$ cat src/rtl/fpsr_pkg.sv
package fpsr_pkg;
    localparam int unsigned DATA_W   = 32;
    localparam int unsigned EXC_W    = 5;
    localparam int unsigned RM_LSB   = 0;
    localparam int unsigned RM_W     = 2;
    localparam int unsigned FLAG_LSB = 2;
    localparam int unsigned EN_LSB   = FLAG_LSB + EXC_W;
    localparam int unsigned CAUSE_LSB = EN_LSB + EXC_W;
    localparam int unsigned FLUSH_BIT = 18;
    localparam logic [RM_W-1:0] RM_TRUNC = 2'd1;
    localparam logic [DATA_W-1:0] IMPL_MASK =
        DATA_W'((64'd1 << (CAUSE_LSB + EXC_W)) - 64'd1) | (DATA_W'(1) << FLUSH_BIT);
    localparam int unsigned INEXACT_POS = 0;

    typedef logic [EXC_W-1:0] exc_t;

    typedef enum logic [0:0] {
        ST_QUIET = 1'b0,
        ST_TRAP  = 1'b1
    } trap_state_t;
endpackage

$ cat src/rtl/fpsr_cause_gen.sv
module fpsr_cause_gen
    import fpsr_pkg::*;
(
    input  exc_t raw_exc,
    input  logic approx,
    output exc_t cause
);
    exc_t forced;

    always_comb begin
        forced = '0;
        forced[INEXACT_POS] = 1'b1;
        if (approx && (raw_exc == '0)) begin
            cause = forced;
        end else begin
            cause = raw_exc;
        end
    end

    always_comb begin
        if (approx && raw_exc == '0) begin
            a_r5_forced_inexact_only: assert ($onehot0(cause) && cause[INEXACT_POS]);
        end
    end
endmodule

$ cat src/rtl/fpsr_ctrl_decode.sv
module fpsr_ctrl_decode
    import fpsr_pkg::*;
(
    input  logic [RM_W-1:0] rm,
    input  logic            dn,
    output logic            round_trunc,
    output logic            flush_denorm
);
    always_comb begin
        round_trunc  = (rm == RM_TRUNC);
        flush_denorm = dn;
    end
endmodule

$ cat src/rtl/fpsr_trap_fsm.sv
module fpsr_trap_fsm #(
    parameter int unsigned CODE_W    = 12,
    parameter logic [CODE_W-1:0] TRAP_CODE = 12'h120
) (
    input  logic              clk,
    input  logic              rst_n,
    input  logic              fire,
    output logic              trap_req,
    output logic [CODE_W-1:0] trap_code
);
    import fpsr_pkg::*;

    trap_state_t state_q, state_d;

    always_comb begin
        state_d = state_q;
        unique case (state_q)
            ST_QUIET: state_d = fire ? ST_TRAP : ST_QUIET;
            ST_TRAP:  state_d = fire ? ST_TRAP : ST_QUIET;
            default:  state_d = ST_QUIET;
        endcase
    end

    always_ff @(posedge clk) begin
        if (!rst_n) begin
            state_q <= ST_QUIET;
        end else begin
            state_q <= state_d;
        end
    end

    always_comb begin
        trap_req  = 1'b0;
        trap_code = '0;
        unique case (state_q)
            ST_QUIET: ;
            ST_TRAP: begin
                trap_req  = 1'b1;
                trap_code = TRAP_CODE;
            end
            default: ;
        endcase
    end

    a_r6_trap_follows_fire: assert property (@(posedge clk) disable iff (!rst_n)
        fire |=> trap_req);
    a_r6_no_trap_without_fire: assert property (@(posedge clk) disable iff (!rst_n)
        !fire |=> !trap_req);
endmodule

$ cat src/rtl/fpsr_unit.sv
module fpsr_unit #(
    parameter int unsigned CODE_W = 12,
    parameter logic [CODE_W-1:0] TRAP_CODE = 12'h120
) (
    input  logic                        clk,
    input  logic                        rst_n,
    input  logic                        wr_en,
    input  logic [fpsr_pkg::DATA_W-1:0] wr_data,
    input  logic                        op_done,
    input  logic [fpsr_pkg::EXC_W-1:0]  op_exc,
    input  logic                        op_approx,
    output logic [fpsr_pkg::DATA_W-1:0] csr_q,
    output logic                        round_trunc,
    output logic                        flush_denorm,
    output logic                        trap_req,
    output logic [CODE_W-1:0]           trap_code
);
    import fpsr_pkg::*;

    logic [DATA_W-1:0] csr_r;
    exc_t cause_new;
    exc_t flags_cur, en_cur, cause_cur;
    logic apply_op;
    logic fire;

    assign flags_cur = csr_r[FLAG_LSB +: EXC_W];
    assign en_cur    = csr_r[EN_LSB +: EXC_W];
    assign cause_cur = csr_r[CAUSE_LSB +: EXC_W];
    assign apply_op  = op_done && !wr_en;
    assign fire      = apply_op && ((cause_new & en_cur) != '0);
    assign csr_q     = csr_r;

    fpsr_cause_gen u_cause (
        .raw_exc (op_exc),
        .approx  (op_approx),
        .cause   (cause_new)
    );

    always_ff @(posedge clk) begin
        if (!rst_n) begin
            csr_r <= '0;
        end else if (wr_en) begin
            csr_r <= wr_data & IMPL_MASK;
        end else if (op_done) begin
            csr_r[CAUSE_LSB +: EXC_W] <= cause_new;
            csr_r[FLAG_LSB +: EXC_W]  <= flags_cur | cause_new;
        end
    end

    fpsr_ctrl_decode u_decode (
        .rm           (csr_r[RM_LSB +: RM_W]),
        .dn           (csr_r[FLUSH_BIT]),
        .round_trunc  (round_trunc),
        .flush_denorm (flush_denorm)
    );

    fpsr_trap_fsm #(
        .CODE_W    (CODE_W),
        .TRAP_CODE (TRAP_CODE)
    ) u_trap (
        .clk       (clk),
        .rst_n     (rst_n),
        .fire      (fire),
        .trap_req  (trap_req),
        .trap_code (trap_code)
    );

    a_r3_cause_replaced: assert property (@(posedge clk) disable iff (!rst_n)
        (op_done && !wr_en && !op_approx) |=> (cause_cur == $past(op_exc)));
    a_r4_flags_sticky: assert property (@(posedge clk) disable iff (!rst_n)
        !wr_en |=> ((flags_cur & $past(flags_cur)) == $past(flags_cur)) && $stable(en_cur));
    a_r6_trap_has_enabled_cause: assert property (@(posedge clk) disable iff (!rst_n)
        trap_req |-> (trap_code == TRAP_CODE) && ((cause_cur & en_cur) != '0));
    a_r9_write_wins: assert property (@(posedge clk) disable iff (!rst_n)
        wr_en |=> (csr_r == ($past(wr_data) & IMPL_MASK)) && !trap_req);
endmodule

$ cat config.mk
export PLATFORM = sky130hd
export DESIGN_NAME = fpsr_unit
export DESIGN_NICKNAME = d
export VERILOG_FILES = /design/src/rtl/fpsr_pkg.sv /design/src/rtl/fpsr_cause_gen.sv /design/src/rtl/fpsr_ctrl_decode.sv /design/src/rtl/fpsr_trap_fsm.sv /design/src/rtl/fpsr_unit.sv
export SDC_FILE = /design/constraint.sdc
export NUM_CORES = 1
export LEC_CHECK = 0
export BUFFER_PORTS_ARGS = -buffer_cell sky130_fd_sc_hd__buf_4
export CAP_MARGIN = 20
export CORE_MARGIN = 5
export CORE_UTILIZATION = 30
export DETAILED_ROUTE_END_ITERATION = 10
export GPL_TIMING_DRIVEN = 0
export PLACE_DENSITY = 0.66
export SYNTH_ARGS = -nofsm -noshare
export SYNTH_HDL_FRONTEND = slang
export SYNTH_SLANG_ARGS = --single-unit
$ cat constraint.sdc
create_clock -name clk -period 1.7 [get_ports clk]
set_clock_uncertainty 0.1 [all_clocks]
set_input_delay 0.425 -clock clk [delete_from_list [all_inputs] [get_ports clk]]
set_output_delay 0.425 -clock clk [all_outputs]
set_load 0.01 [all_outputs]
==> results of run 1 <==
-- cells in the final DEF (no fill, tap or decap) --
cell type and instances:
buf_2 2, nand2_2 1, and3_1 1, a311oi_2 1, conb_1 24, or3_1 1, a22oi_1 1, clkinv_1 1
o21ai_0 9, nor4_4 1, nor2b_1 3, dfxtp_1 19, clkbuf_1 1, a221oi_1 1, buf_4 78, mux2i_1 12
nand3b_1 1, nor2_1 9, a31oi_1 1, nand3_1 1, a21oi_1 13, nand2_1 2, clkbuf_4 3, a41o_1 1
inv_1 3
-- per-stage QoR --
stage,worst slack (ns),instances
finish,0.265,236
global route,0.203,236
CTS,0.242,236
detailed placement,0.289,232
global placement,0.284,232
floorplan,0.514,137
-- cells by family (layout without fill, tap and decap cells) --
logic type	Yosys count	count (layout)
multiplexers	12	12
AO/OA/AOI/OAI	27	27
AND/OR/NAND/NOR	20	20
buffers and inverters	35	88
other	1	24
flip-flops	19	19
-- sequential cells by signal (all words and copies together) (netlist names) --
| name | count |
|---|---|
| csr_q | 18 |
| u_trap.state_q | 1 |
-- path summary, 6_finish.rpt --
kind,start,to,slack (ns),depth (start not counted)
hold reg to reg,csr_q[5],csr_q[5],0.43,2
setup reg to reg,csr_q[12],csr_q[12],0.66,3
hold / removal,wr_data[9],csr_q[9],0.26,3
setup / recovery,csr_q[0],round_trunc,0.27,2
-- worst min-delay path, cell delays in order --
cell	delay (ns)
buf_4	0.08
mux2i_1	0.05
nor2_1	0.07
-- report_power, final --
group	switching, mW	internal [mW]	leakage, nW
registers	0.0169	0.475	0.158
clock network	0.133	0.0913	0.0150
logic	0.126	0.157	0.647
total	0.276	0.723	0.820
-- area by class of cell --
cell class                      count  area, sq um
Timing Repair Buffer               49          368
Sequential cell                    19          380
Fill cell                         344         1760
Clock buffer                        4         26.3
Tap cell                           46         57.6
Buffer                             31          228
Multi-Input combinational cell     83          480
Inverter                            4         15.0
-- per-layer routing --
| layer | vias up | part of all wire, % | global-route usage, % |
|---|---|---|---|
| li1 | 491 | - | - |
| met4 | 0 | 0.24 | 3.72 |
| met3 | 2 | 11 | 3.61 |
| met2 | 48 | 47 | 17.4 |
| met5 | - | 0 | 0 |
| met1 | 368 | 42 | 12.0 |
==> metrics.cfg, run 1 <==
[run_status]
status = finished clean

[min_path]
hold_class = input port to register

[synthesis]
synth_mux_area_share_pct = 11.8
synth_edf_count = 0
netlist_area_sq_mm = 0.00102
synth_top_family_by_area = buffers and inverters
synth.top_cell.area_share_pct = 37.4
synthDistinctLibCells = 23
synth_compound_area_share_pct = 15.5
synth_cells = 114
synth_fa_ha_area_share_pct = 0
synthArstFlopShare_pct = 0
yosysTopAreaCell = dfxtp_1
synth-simple-area-share_pct = 11.1
syn_avg_cell_area_sq_um = 8.92
yosys.area_share.xor_xnor_pct = 0
ys_top_cells_by_area = dfxtp_1 (37%), buf_4 (21%), mux2i_1 (12%)
synth.most_common_cell = buf_4
synthTopCellsByCount = buf_4 (29), dfxtp_1 (19), a21oi_1 (13), mux2i_1 (12)
synth_seq_cells = 19
yosysSeqAreaShare_pct = 37.4
ys_warn_count = 0
synth_flop_cell = dfxtp_1

[floorplan]
coreArea_sq_mm = 0.00331
start_util_pct = 30.7
fp.dieH_um = 68.2
die_w_um = 68.2
num_rows = 21
die_area_sq_mm = 0.00466
ioPinCount = 89

[sta]
holdWs_ns = 0.259
finalSetupViolCount = 0
post-route-period-util_pct = 84.4
setup-tns-final_ns = 0
final.min_clock_period_ns = 1.43
rsz0062_at_grt = false
slew_violations = 0
hold_violations = 0
max_freq_ghz = 0.697

[critical_path]
crit_chain = nor2b_1 -> buf_4
crit_buf_inv = 1
crit_family = flip-flops
critical_path.startpoint_type = register
cp_max_fo = 3
critPathMaxStageDelay_ns = 0.36
path_class = register to output port
critical_path_arrival_ns = 0.91
end_kind = output port
required_ns = 1.17
slowest_stage = dfxtp_1

[clock_network]
cts_buffers = 3
cts_sinks = 19
htreeDepth = 1
cts_buffer_depth = 2
root_buffer = clkbuf_4
cts_tree = yes
post_cts_buffers = 0
hold_buffers = 0
path_clk_slew_ns = 0.10
cts_resized = 0
worstSkewPairLatency_ns = 0.29

[routing]
viasPerCell = 3.85
first_iter_violations = 29
ant_nets = 0
wl_mm = 2.55
drt_pass1_iterations = 4
num_vias = 909
drc_errors = 0
wl_per_cell_um = 10.8

[global_route]
grt_pass1_wl_mm = 3.59
grt_pass1_vias = 830
grt-ovfl-total = 0
antenna_found_initial = 0
grt_start_max_net_pins = 11
grt_usage_pct = 10.4

[cells_and_area]
drive_above_1_share_pct = 45.3
final_util_pct = 47.0
final_area_sq_mm = 0.00156
diodes = 0
nets = 233
syn_to_final_growth_pct = 52.9

[run]
drv_cap = 0

[power_and_ir_drop]
peakVddDrop_mv = 0.261
power_leakage_nw = 0.820
power_density_mw_per_mm2 = 642
power_uw = 999

[placed_design]
place_hpwl_mm = 2.15
placed_cell_area_sq_mm = 0.00153
port_buffers = 49
gp_congestion = 0.674

Note: power is estimated with default switching activity, not from simulation.
==> inputs of run 2 (changes only) <==
Clock period 1.7 ns to 1.4 ns, I/O delays scaled along.
==> run 2 against run 1 <==
Net effect: utilization rose by 0.076 points; largest power group unchanged; critical path depth did not move; cell count did not move; count of clock-buffer cells in the layout did not move; wire length barely moved; power rose by 21%; sequential power rose by 22%; sequential share of layout area rose by 0.12 points; global-route usage did not move.
==> metrics.cfg, run 2 (synthesized netlist as in run 1, its figures left out) <==
[floorplan]
start_util_pct = 30.7
die_w_um = 68.2
num_rows = 21
die_area_sq_mm = 0.00466
ioPinCount = 89
fp.dieH_um = 68.2
coreArea_sq_mm = 0.00331

[critical_path]
slowest_stage = dfxtp_2
end_kind = output port
required_ns = 0.95
critPathMaxStageDelay_ns = 0.35
crit_family = flip-flops
cp_max_fo = 3
reg2reg_depth = 3
crit_buf_inv = 1
reg2reg_slack_ns = 0.36
path_depth = 2
critical_path_arrival_ns = 0.89
critical_path.startpoint_type = register
path_class = register to output port
crit_chain = nor2b_1 -> buf_4

[routing]
ant_nets = 0
wl_mm = 2.55
first_iter_violations = 28
drt_pass1_iterations = 4
drc_errors = 0
num_vias = 909
viasPerCell = 3.85
wl_per_cell_um = 10.8

[placed_design]
gp_congestion = 0.674
port_buffers = 49
place_hpwl_mm = 2.15
place_inst = 232
placed_cell_area_sq_mm = 0.00153

[global_route]
grt_usage_pct = 10.4
grt-ovfl-total = 0
grt_pass1_vias = 830
grt_pass1_wl_mm = 3.59
grt_start_max_net_pins = 11
antenna_found_initial = 0

[cells_and_area]
mostFrequentLayoutCell = buf_4
largest_reg_flops = 18
diodes = 0
nets = 233
final_cell_mix = buf_4 (78), conb_1 (24), dfxtp_1 (17), a21oi_1 (13), mux2i_1 (12)
fill_cells = 345
syn_to_final_growth_pct = 53.1
final_area_sq_mm = 0.00156
drive_above_1_share_pct = 46.3
fin_cells = 236

[power_and_ir_drop]
peakVddDrop_mv = 0.317
power_leakage_nw = 0.820
power_density_mw_per_mm2 = 779

[sta]
setup-tns-final_ns = 0
rsz0062_at_grt = false
hold_violations = 0
finalSetupViolCount = 0
max_freq_ghz = 0.747
post-route-period-util_pct = 95.6
slew_violations = 0
final.min_clock_period_ns = 1.34

[clock_network]
post_cts_buffers = 0
path_clk_slew_ns = 0.10
cts_buffers = 3
cts_sinks = 19
root_buffer = clkbuf_4
cts_buffer_depth = 2
htreeDepth = 1
cts_tree = yes
worstSkewPairLatency_ns = 0.29

[run_status]
status = finished clean

[min_path]
hold_depth = 3
hold_class = input port to register

[run]
drv_cap = 0

run 2: per-stage QoR:
stage / utilization (%) / hold slack, ns / power, mW / worst slack (ns)
2_1_floorplan: - / 0.385 / 0.803 / 0.289
3_3_place_gp: 46.2 / 0.400 / 0.953 / 0.0594
3_5_place_dp: 46.2 / 0.405 / 0.956 / 0.0645
4_1_cts: 47.0 / 0.171 / 1.24 / 0.0175
5_1_grt: 47.1 / 0.174 / 1.30 / 0.00566
6_report: 47.1 / 0.184 / 1.21 / 0.0621
run 2: worst paths after layout:
kind / to / from
min reg2reg: csr_q[0] / csr_q[0]
min: csr_q[9] / wr_data[9]
max reg2reg: csr_q[12] / csr_q[12]
max: round_trunc / csr_q[0]
run 2: worst register-to-register path, stage by stage (launching register included):
cell and delay, ns:
dfxtp_1 0.33, or3_1 0.33, o21ai_0 0.10, a311oi_2 0.07
run 2: cell type report:
| class | instances | area [sq um] | share of cell area [%] |
|---|---|---|---|
| Buffer | 31 | 228 | 14.6 |
| Sequential cell | 19 | 383 | 24.6 |
| Tap cell | 46 | 57.6 | 3.69 |
| Timing Repair Buffer | 49 | 368 | 23.6 |
| Clock buffer | 4 | 26.3 | 1.69 |
| Multi-Input combinational cell | 83 | 480 | 30.8 |
| Inverter | 4 | 15.0 | 0.964 |
run 2: timing repair:
action	CTS	global route
hold buffers	0	0
endpoints found under the hold margin	0	0
gates resized for setup	0	2
endpoints found under the setup margin	0	2
run 2: power by group:
group / switching (mW) / internal, mW
sequential: 0.0206 / 0.577
combinational: 0.153 / 0.190
clock: 0.161 / 0.111
run 2: routing by layer:
metal	vias to the layer above	GRT usage, %	part of all wire [%]
met5	-	0	0
met2	48	17.4	47
met3	2	3.61	11
li1	491	-	-
met4	0	3.72	0.24
met1	368	12.0	42
==> inputs of run 3 (changes only) <==
Settings changed: CORE_MARGIN 5 to 2, MAX_ROUTING_LAYER set to met4.
==> run 3 against run 2 <==
Net effect: utilization up 0.57 points; worst hold slack hardly changed; clock power about the same; setup slack got worse by 0.0043 ns; cell count unchanged; via count is 2.1% higher; sequential share of layout area shrank 0.18 points; power is 0.34% higher; fmax shrank 0.32%; first-iteration DRC count is 7.1% higher; register-to-register slack worse by 0.03 ns; critical path type unchanged.
==> metrics.cfg, run 3 (synthesized netlist as in run 1, its figures left out) <==
[run_status]
status = finished clean

[sta]
setup_ws_ns = 0.0578
post-route-period-util_pct = 95.9
max_freq_ghz = 0.745
final.min_clock_period_ns = 1.34
setup-tns-final_ns = 0
finalSetupViolCount = 0
slew_violations = 0
hold_violations = 0

[critical_path]
critical_path_arrival_ns = 0.89
reg2reg_depth = 3
end_kind = output port
required_ns = 0.95
path_class = register to output port
reg2reg_slack_ns = 0.33
r2r-end = csr_q[12]
critical_path.startpoint_type = register
cp_max_fo = 3
reg2reg_from = csr_q[12]

[cells_and_area]
fin_cells = 236
drive_above_1_share_pct = 46.3
largest_reg_flops = 18
mostFrequentLayoutCell = buf_4
fill_cells = 327
final_cell_mix = buf_4 (78), conb_1 (24), dfxtp_1 (18), a21oi_1 (13), mux2i_1 (12)
diodes = 0
syn_to_final_growth_pct = 53.8
nets = 233
final_util_pct = 47.6

[floorplan]
die_area_sq_mm = 0.00387
ioPinCount = 89
num_rows = 21
fp.dieH_um = 62.2
start_util_pct = 31.0
coreArea_sq_mm = 0.00328
die_w_um = 62.2

[min_path]
hold_start = wr_data[8]
hold_end = csr_q[8]
hold_depth = 3
hold_class = input port to register

[placed_design]
place_hpwl_mm = 1.85
gp_congestion = 0.672
place_inst = 232
dpl_worst_slack_ns = 0.0364
port_buffers = 49

[routing]
wl_mm = 2.31
drc_errors = 0
first_iter_violations = 30
viasPerCell = 3.93
wl_per_cell_um = 9.78
drt_pass1_iterations = 4
num_vias = 928
ant_nets = 0

[clock_network]
cts_buffer_depth = 2
cts_sinks = 19
hold_buffers = 0
root_buffer = clkbuf_4
htreeDepth = 1
path_clk_slew_ns = 0.11
worstSkewPairLatency_ns = 0.29
cts_tree = yes
cts_buffers = 3

[global_route]
grt_pass1_wl_mm = 3.68
antenna_found_initial = 0
grt_start_max_net_pins = 11
grt_pass1_vias = 831
grt_usage_pct = 11.9
grt-ovfl-total = 0

[power_and_ir_drop]
combPwrFrac_pct = 28.2
switching_power_uw = 338
power_leakage_nw = 0.822
clock_power_share_pct = 22.5
power_frac_seq_pct = 49.3
power_density_mw_per_mm2 = 778
peakVddDrop_mv = 0.446
switching_share_pct = 27.7
internal_power_uw = 880

[run]
drv_cap = 0

==> run 3: metrics by stage <==
step | hold WS (ns) | power (mW) | area (sq um)
finish | 0.184 | 1.22 | 1560
global route | 0.183 | 1.30 | 1560
CTS | 0.178 | 1.23 | 1560
detailed placement | 0.406 | 0.953 | 1530
global placement | 0.399 | 0.950 | 1530
floorplan | 0.385 | 0.803 | 1100
==> run 3: cell type report <==
class                           count  area, sq um  area share (%)
Clock buffer                        4         26.3            1.68
Inverter                            4         15.0           0.960
Tap cell                           46         57.6            3.68
Multi-Input combinational cell     83          488            31.2
Timing Repair Buffer               49          368            23.5
Buffer                             31          228            14.6
Sequential cell                    19          382            24.4
==> run 3: worst max-delay path by stage <==
stage	start	to	slack (ns)	depth (start not counted)
floorplan	op_exc[3]	csr_q[12]	0.29	3
CTS	csr_q[0]	round_trunc	0.03	2
finish	csr_q[1]	round_trunc	0.06	2
global route	csr_q[1]	round_trunc	-0.004	2
global placement	op_exc[3]	csr_q[12]	0.05	4
detailed placement	rst_n	csr_q[12]	0.04	3
==> run 3: power by group through the flow <==
stage / clock network (mW) / logic, mW / registers (mW)
2_1_floorplan: 0 / 0.177 / 0.626
3_3_place_gp: 0 / 0.339 / 0.611
3_5_place_dp: 0 / 0.342 / 0.611
4_1_cts: 0.291 / 0.342 / 0.599
5_1_grt: 0.320 / 0.375 / 0.606
6_report: 0.274 / 0.343 / 0.600
==> run 3: critical path: stages, from the launching register on <==
cell and delay [ns]:
dfxtp_1 0.41, nor2b_4 0.05, buf_4 0.14
==> run 3: per-layer routing <==
metal	routed length (um)	track usage (%)	part of all wire [%]
met4	19	4.17	0.82
met2	989	19.4	43
met5	0	-	0
met1	1030	13.5	44
met3	271	4.17	12
==> run 3: repair_timing <==
item,CTS,global route
endpoints found under the setup margin,0,1
buffers inserted,0,0
resized for setup,0,2
